[src/rtl/scan_pkg.sv]
package scan_pkg;

    localparam int DUTY_STEPS = 8;

    // On-time in steps for a 64-step slot, scaled to other slot lengths.
    function automatic int on_steps(input logic [2:0] code, input int slot_len);
        int base;
        case (code)
            3'd0: base = 64;
            3'd1: base = 34;
            3'd2: base = 26;
            3'd3: base = 17;
            3'd4: base = 13;
            3'd5: base = 8;
            3'd6: base = 4;
            default: base = 0;
        endcase
        return (base * slot_len) / 64;
    endfunction

    typedef struct packed {
        logic       div16;
        logic [2:0] code;
        logic       peak;
    } scan_ctrl_t;

endpackage

[src/rtl/scan_prescale.sv]
module scan_prescale #(
    parameter int DIV = 16
) (
    input  logic clk,
    input  logic rst,
    input  logic tick,
    input  logic div_en,
    output logic adv
);
    localparam int CW = (DIV > 1) ? $clog2(DIV) : 1;

    logic [CW-1:0] cnt;
    logic          wrap;

    assign wrap = (cnt == CW'(DIV - 1));
    assign adv  = tick && (!div_en || wrap);

    always_ff @(posedge clk) begin
        if (rst) begin
            cnt <= '0;
        end else if (!div_en) begin
            cnt <= '0;
        end else if (tick) begin
            cnt <= wrap ? '0 : cnt + 1'b1;
        end
    end
endmodule

[src/rtl/scan_timer.sv]
module scan_timer #(
    parameter int ROWS = 7,
    parameter int SLOT = 64
) (
    input  logic                    clk,
    input  logic                    rst,
    input  logic                    adv,
    output logic [$clog2(SLOT)-1:0] slot_cnt,
    output logic [$clog2(ROWS)-1:0] row_idx,
    output logic [$clog2(ROWS)-1:0] next_row,
    output logic                    slot_end
);
    localparam int SW = $clog2(SLOT);
    localparam int RW = $clog2(ROWS);

    assign slot_end = adv && (slot_cnt == SW'(SLOT - 1));
    assign next_row = (row_idx == RW'(ROWS - 1)) ? '0 : row_idx + 1'b1;

    always_ff @(posedge clk) begin
        if (rst) begin
            slot_cnt <= '0;
            row_idx  <= '0;
        end else if (adv) begin
            slot_cnt <= slot_end ? '0 : slot_cnt + 1'b1;
            if (slot_end) begin
                row_idx <= next_row;
            end
        end
    end
endmodule

[src/rtl/scan_pwm.sv]
module scan_pwm
    import scan_pkg::*;
#(
    parameter int ROWS = 7,
    parameter int SLOT = 64
) (
    input  logic [$clog2(ROWS)-1:0] row_idx,
    input  logic [$clog2(SLOT)-1:0] slot_cnt,
    input  logic [2:0]              code,
    output logic [ROWS-1:0]         strobe
);
    localparam int OW = $clog2(SLOT) + 1;

    logic [OW-1:0] on_len;
    logic          lit;

    assign on_len = OW'(on_steps(code, SLOT));
    assign lit    = {1'b0, slot_cnt} < on_len;

    for (genvar r = 0; r < ROWS; r++) begin : g_row
        assign strobe[r] = lit && (row_idx == $clog2(ROWS)'(r));
    end
endmodule

[src/rtl/led_row_scanner.sv]
module led_row_scanner
    import scan_pkg::*;
#(
    parameter int N_CHARS = 8,
    parameter int N_COLS  = 5,
    parameter int N_ROWS  = 7,
    parameter int SLOT    = 64,
    parameter int PRE_DIV = 16,
    localparam int COL_W  = N_CHARS * N_COLS,
    localparam int ROW_AW = $clog2(N_ROWS)
) (
    input  logic              clk,
    input  logic              rst,
    input  logic              mux_tick,
    input  logic              div16_en,
    input  logic [2:0]        bright_code,
    input  logic              peak_sel,
    output logic [ROW_AW-1:0] ram_rd_row,
    input  logic [COL_W-1:0]  ram_rd_data,
    output logic [N_ROWS-1:0] row_strobe,
    output logic [COL_W-1:0]  col_en,
    output logic              peak_flag
);
    localparam int SW = $clog2(SLOT);

    scan_ctrl_t         ctrl;
    logic               adv;
    logic               slot_end;
    logic [SW-1:0]      slot_cnt;
    logic [ROW_AW-1:0]  row_idx;
    logic [ROW_AW-1:0]  next_row;
    logic [COL_W-1:0]   col_q;
    logic               peak_q;

    assign ctrl = '{div16: div16_en, code: bright_code, peak: peak_sel};

    scan_prescale #(.DIV(PRE_DIV)) u_pre (
        .clk    (clk),
        .rst    (rst),
        .tick   (mux_tick),
        .div_en (ctrl.div16),
        .adv    (adv)
    );

    scan_timer #(.ROWS(N_ROWS), .SLOT(SLOT)) u_tmr (
        .clk      (clk),
        .rst      (rst),
        .adv      (adv),
        .slot_cnt (slot_cnt),
        .row_idx  (row_idx),
        .next_row (next_row),
        .slot_end (slot_end)
    );

    scan_pwm #(.ROWS(N_ROWS), .SLOT(SLOT)) u_pwm (
        .row_idx  (row_idx),
        .slot_cnt (slot_cnt),
        .code     (ctrl.code),
        .strobe   (row_strobe)
    );

    // Prefetch: the next row's word is captured as the current slot ends.
    assign ram_rd_row = next_row;

    always_ff @(posedge clk) begin
        if (rst) begin
            col_q  <= '0;
            peak_q <= 1'b1;
        end else begin
            peak_q <= ctrl.peak;
            if (slot_end) begin
                col_q <= ram_rd_data;
            end
        end
    end

    assign col_en    = col_q;
    assign peak_flag = peak_q;
endmodule

[config.mk]
export PLATFORM = sky130hd
export DESIGN_NAME = led_row_scanner
export DESIGN_NICKNAME = d
export VERILOG_FILES = /design/src/rtl/scan_pkg.sv /design/src/rtl/scan_prescale.sv /design/src/rtl/scan_timer.sv /design/src/rtl/scan_pwm.sv /design/src/rtl/led_row_scanner.sv
export SDC_FILE = /design/constraint.sdc
export NUM_CORES = 1
export LEC_CHECK = 0
export BUFFER_PORTS_ARGS = -buffer_cell sky130_fd_sc_hd__buf_4
export CAP_MARGIN = 20
export CELL_PAD_IN_SITES_DETAIL_PLACEMENT = 0
export CELL_PAD_IN_SITES_GLOBAL_PLACEMENT = 1
export CORE_MARGIN = 8
export CORE_UTILIZATION = 36
export CTS_CLUSTER_SIZE = 8
export DETAILED_ROUTE_END_ITERATION = 12
export PLACE_DENSITY_LB_ADDON = 0.1
export SLEW_MARGIN = 20
export SYNTH_ARGS = -nofsm -noshare
export SYNTH_HDL_FRONTEND = slang
export SYNTH_SLANG_ARGS = --single-unit
[constraint.sdc]
create_clock -name clk -period 5.3 [get_ports clk]
set_input_delay 0.795 -clock clk [delete_from_list [all_inputs] [get_ports clk]]
set_output_delay 0.795 -clock clk [all_outputs]
set_load 0.1 [all_outputs]
Word level (Yosys, flattened, before mapping)
Cells that the tools add are included.
W data, S select, Z words.
{ "classes": {"magnitude_cmp": 1, "n_addsub": 3, "n_bitwise": 1, "mux": 4, "n_eq_ne": 14, "n_reduce_logical": 15} }
{ "op_table": {"columns": ["operator", "count"], "rows": [
  ["$pmux W7 S7", 1],
  ["$eq A3 B3 Y1 const B", 6],
  ["$eq A3 B2 Y1 const B", 4],
  ["$logic_and A1 B1 Y1", 9],
  ["$lt A6 B7 Y1", 1],
  ["$add A6 B1 Y6 const B", 1],
  ["$eq A3 B1 Y1 const B", 2],
  ["$eq A6 B6 Y1 const B", 1],
  ["$logic_not A3 Y1", 2],
  ["$mux W6", 1],
  ["$add A4 B1 Y4 const B", 1],
  ["$eq A4 B4 Y1 const B", 1],
  ["$mux W4", 1],
  ["$add A3 B1 Y3 const B", 1],
  ["$mux W3", 1],
  ["$reduce_and A2 Y1", 1],
  ["$reduce_or A2 Y1", 1],
  ["$logic_not A1 Y1", 1],
  ["$logic_or A1 B1 Y1", 1],
  ["$not A1 Y1", 1]
]} }
{ "word_totals": {"in_bits": 48, "regBits": 54} }

Logic depth before layout (Yosys ltp)
{ "depth": {"depth_word": 5, "depth_mapped": 8} }

Cells and area by module
A second synthesis with hierarchy kept.
{ "hier_totals": {"hier_cells": 239, "hier_area_um2": 2447.3} }
{ "by_module_without_submodules": {"columns": ["mod", "cells_each", "area_per_inst_um2", "n_inst", "seq_area_each_um2"], "rows": [
  ["led_row_scanner", 131, 1483.9, 1, 820.8],
  ["scan_timer", 50, 441.7, 1, 180.2],
  ["scan_pwm", 38, 314.1, 1, 0.0],
  ["scan_prescale", 20, 207.7, 1, 80.1]
]} }

Worst setup path after synthesis
Ideal clock, no wire load.
{ "synth_timing": {"kind": "input to output", "start": "input bright_code[1]", "end": "output row_strobe[0]", "path_buffers": 1, "path_stages": 7, "required_ns": 4.505, "arrival_time_ns": 4.986, "setup_slack_ns": -0.481, "cell_sequence": "buf_2 or3b_2 ha_1 a21oi_1 o21ai_0 o21a_2 nor4_1"} }
{ "synth_via": {"elab_chain_cells": 4} }
{ "synth_lines": {"columns": ["item", "line_no", "source"], "rows": [
  ["start, declared", "led_row_scanner.sv:16", "input logic [2:0] bright_code,"],
  ["$eq A3 B3 Y1, or another cell as far along", "scan_pkg.sv:8", "case (code)"],
  ["$pmux W7 S7 *", "scan_pkg.sv:8", null],
  ["$lt A6 B7 Y1 *", "scan_pwm.sv:18", "assign lit = {1'b0, slot_cnt} < on_len;"],
  ["$logic_and A1 B1 Y1 *", "scan_pwm.sv:21", "assign strobe[r] = lit && (row_idx == $clog2(ROWS)'(r));"],
  ["end, declared", "led_row_scanner.sv:20", "output logic [N_ROWS-1:0] row_strobe,"]
]} }
Every way passes the cells marked *; elsewhere a longest branch is shown, timed or not.

Worst setup path after layout
{ "layout_timing": {"start": "input bright_code[1]", "end": "output row_strobe[6]"} }
Same word-level chain as after synthesis.

==> out/metrics.cfg <==
[die]
die_area_um2=9570
die_x_um=97.8
ioPinCount=99
start_util=0.363
coreArea_um2=6640
std_cell_rows=30
die_height_um=97.8

[global_route]
gr-total-overflow=0
grtUsageMet2=0.227
grt_use_met3=0.0569
grt_pass1_wl_mm=10.3
top_usage_layer=met2
grt_max_degree=52
use_met1=0.143
grt_pass1_vias=2083
antenna_found_initial=0
track_usage=0.132

[min_path]
min_path_type=reg2reg
whs_path_depth=2

[timing]
layout_setup_ws_ns=1.66
fin_worst_skew_ns=0.00265
rsz0062_at_grt=false
period_share=0.687
tightest_slew_ns=0.956
max_slew_margin=0.363
fin_crit_ns=3.64
setup_viol=0
max_freq_mhz=275
finalHoldViolCount=0
slew_viol_final=0

[synth]
seq_area_frac_synth=0.448
synthCells=292
ys_types=40
synth_seq_cells=54
synthesis.area_um2=2410
syn_nets=348
yosysWarnings=0
synth.avg_cell_area_um2=8.26

[critical_path]
crit_fanout=8
crit_path_end_kind=output port
crit_type=in2out
cp_common_cell=buf_4
start_kind=primary input
reg2reg_depth=5
critPathArrivalTime_ns=2.85
cp_slowest_cell=or3b_2
cp.required_ns=4.51
path_cells=buf_4 -> or3b_2 -> ha_1 -> a21oi_1 -> o21ai_0 -> o21a_2 -> nor4b_2 -> buf_4
cpPeakStageDelay_ns=0.46

[routing]
final_antenna_net_count=0
drc_errors=0
drtIter0Drc=92
vias_per_cell=4.75
drt_wl_total_mm=6.52
dr.pass1.iters=4
drt-wirelength-per-cell_um=14.3
num_vias=2165

[cts]
htree_levels=2
clkTransAtPathRegs_ns=0.09
cts_resized=0
cts_tree=yes
root_buffer=clkbuf_8
clk_latency_ns=0.30
hold_buffers=0
clkSinkCount=54
cts_max_path_buffers=2
cts_buffers=5
cts_setup_buffers=0

[placed_design]
port_buffers=98
dp_hpwl_mm=4.51
dp_cells=450
preCtsSetupSlack_ns=1.66
finalWeightedCongestion=0.734

[power_and_ir_drop]
power_frac_clock=0.323
p_sw_mw=0.162
switching_share=0.230
power_leakage_nw=1.28
power_frac_comb=0.094
internal-power_mw=0.541
seqPwrFrac=0.583
powerDensity_nw_per_um2=218
max-vdd-ir-drop_mv=0.120

[final_layout]
fin_cells=456
nNetsFinal=433
drive_gt1_frac=0.338
final_common_cell=buf_4
mostFrequentLayoutCells=buf_4 (99), nand2_1 (92), dfxtp_1 (54)
fillCellCount=685
n_antenna_cell=0
area_growth_pct=33.5

[run]
max-cap-violations=0

[status]
status=completed

==> sequential cells by signal (all words and copies together) (netlist names) <==
name	cells
u_tmr.slot_cnt	6
u_tmr.row_idx	3
u_pre.cnt	4
peak_flag	1
col_en	40
==> cell type report <==
| type | instances | area (um^2) | share of cell area |
|---|---|---|---|
| clock buffers | 6 | 82.6 | 0.0257 |
| inverters | 6 | 22.5 | 0.00700 |
| multi-input cells | 211 | 1190 | 0.369 |
| flip-flops and latches | 54 | 1080 | 0.336 |
| well taps | 80 | 100 | 0.0311 |
| repair buffers | 99 | 743 | 0.231 |
==> power by group through the flow <==
stage | registers, mW | logic [mW] | clock network [mW]
2_1_floorplan | 0.421 | 0.0310 | 0
3_3_place_gp | 0.419 | 0.0659 | 0
3_5_place_dp | 0.419 | 0.0665 | 0
4_1_cts | 0.410 | 0.0667 | 0.242
5_1_grt | 0.410 | 0.0711 | 0.251
6_report | 0.409 | 0.0661 | 0.227
==> per-layer routing <==
layer | vias up | routed length, um
li1 | 1135 | -
met5 | - | 0
met1 | 983 | 2730
met2 | 43 | 3260
met3 | 4 | 468
met4 | 0 | 59
==> stage by stage <==
| step | utilization | TNS [ns] | hold slack [ns] | total power [mW] | cell area (um^2) |
|---|---|---|---|---|---|
| 3_5_place_dp | 0.472 | 0 | 0.448 | 0.486 | 3140 |
| 2_1_floorplan | - | -0.962 | 0.478 | 0.452 | 2410 |
| 6_report | 0.484 | 0 | 0.456 | 0.702 | 3220 |
| 3_3_place_gp | 0.472 | 0 | 0.442 | 0.485 | 3140 |
| 4_1_cts | 0.484 | 0 | 0.462 | 0.718 | 3220 |
| 5_1_grt | 0.484 | 0 | 0.479 | 0.732 | 3220 |
==> kinds of logic after synthesis <==
| kind of cell | after synthesis | synth area share |
|---|---|---|
| xor gates and xnor gates | 7 | 0.0254 |
| buffers and inverters | 27 | 0.0638 |
| adders and majority gates | 8 | 0.0415 |
| AOI/OAI and AO/OA | 61 | 0.160 |
| muxes | 3 | 0.0125 |
| DFF | 54 | 0.448 |
| and+or+nand+nor | 132 | 0.249 |
==> synth_stat cells <==
cell type	n	area [um^2]
nor4b_1	1	8.76
and3_1	1	6.26
or3b_2	2	17.5
inv_1	5	18.8
nand2_1	92	345
a21oi_1	41	205
o21ai_0	2	10.0
clkbuf_2	4	20.0
clkbuf_1	7	26.3
ha_1	8	100
nand3_1	2	10.0
xnor2_1	5	43.8
nand3_2	1	10.0
o2111ai_2	1	15.0
nor4_1	2	12.5
inv_2	1	3.75
or3_1	2	12.5
o2111a_1	1	11.3
buf_8	1	15.0
o311ai_0	1	8.76
buf_6	4	45.0
nor4b_2	1	15.0
or2_2	1	6.26
nor3_2	3	30.0
a31oi_1	1	6.26
dfxtp_1	54	1080
xor2_1	2	17.5
a21oi_2	7	61.3
and2_1	1	6.26
a2111oi_2	2	30.0
o21a_2	1	8.76
and4bb_2	1	12.5
nand2b_1	5	31.3
o22ai_1	1	6.26
and4_1	1	8.76
a211oi_1	3	22.5
nor2_1	11	41.3
buf_2	5	25.0
nor3_1	5	25.0
mux2i_1	3	30.0
==> critical path: cells and delay by family <==
family | cells | cell delay, ns
buffers and inverters | 2 | 0.47
AND/OR/NAND/NOR | 2 | 0.72
AO/OA/AOI/OAI | 3 | 0.56
adder cells (fa/ha/maj) | 1 | 0.29
==> worst paths after layout <==
kind,start,slack [ns],to
worst min register to register,col_en[23],0.46,col_en[23]
worst max register to register,u_pre.cnt[0],3.17,col_en[17]
worst min-delay path,col_en[23],0.46,col_en[23]
worst max-delay path,bright_code[1],1.66,row_strobe[6]
(Power assumes the default switching activity.)
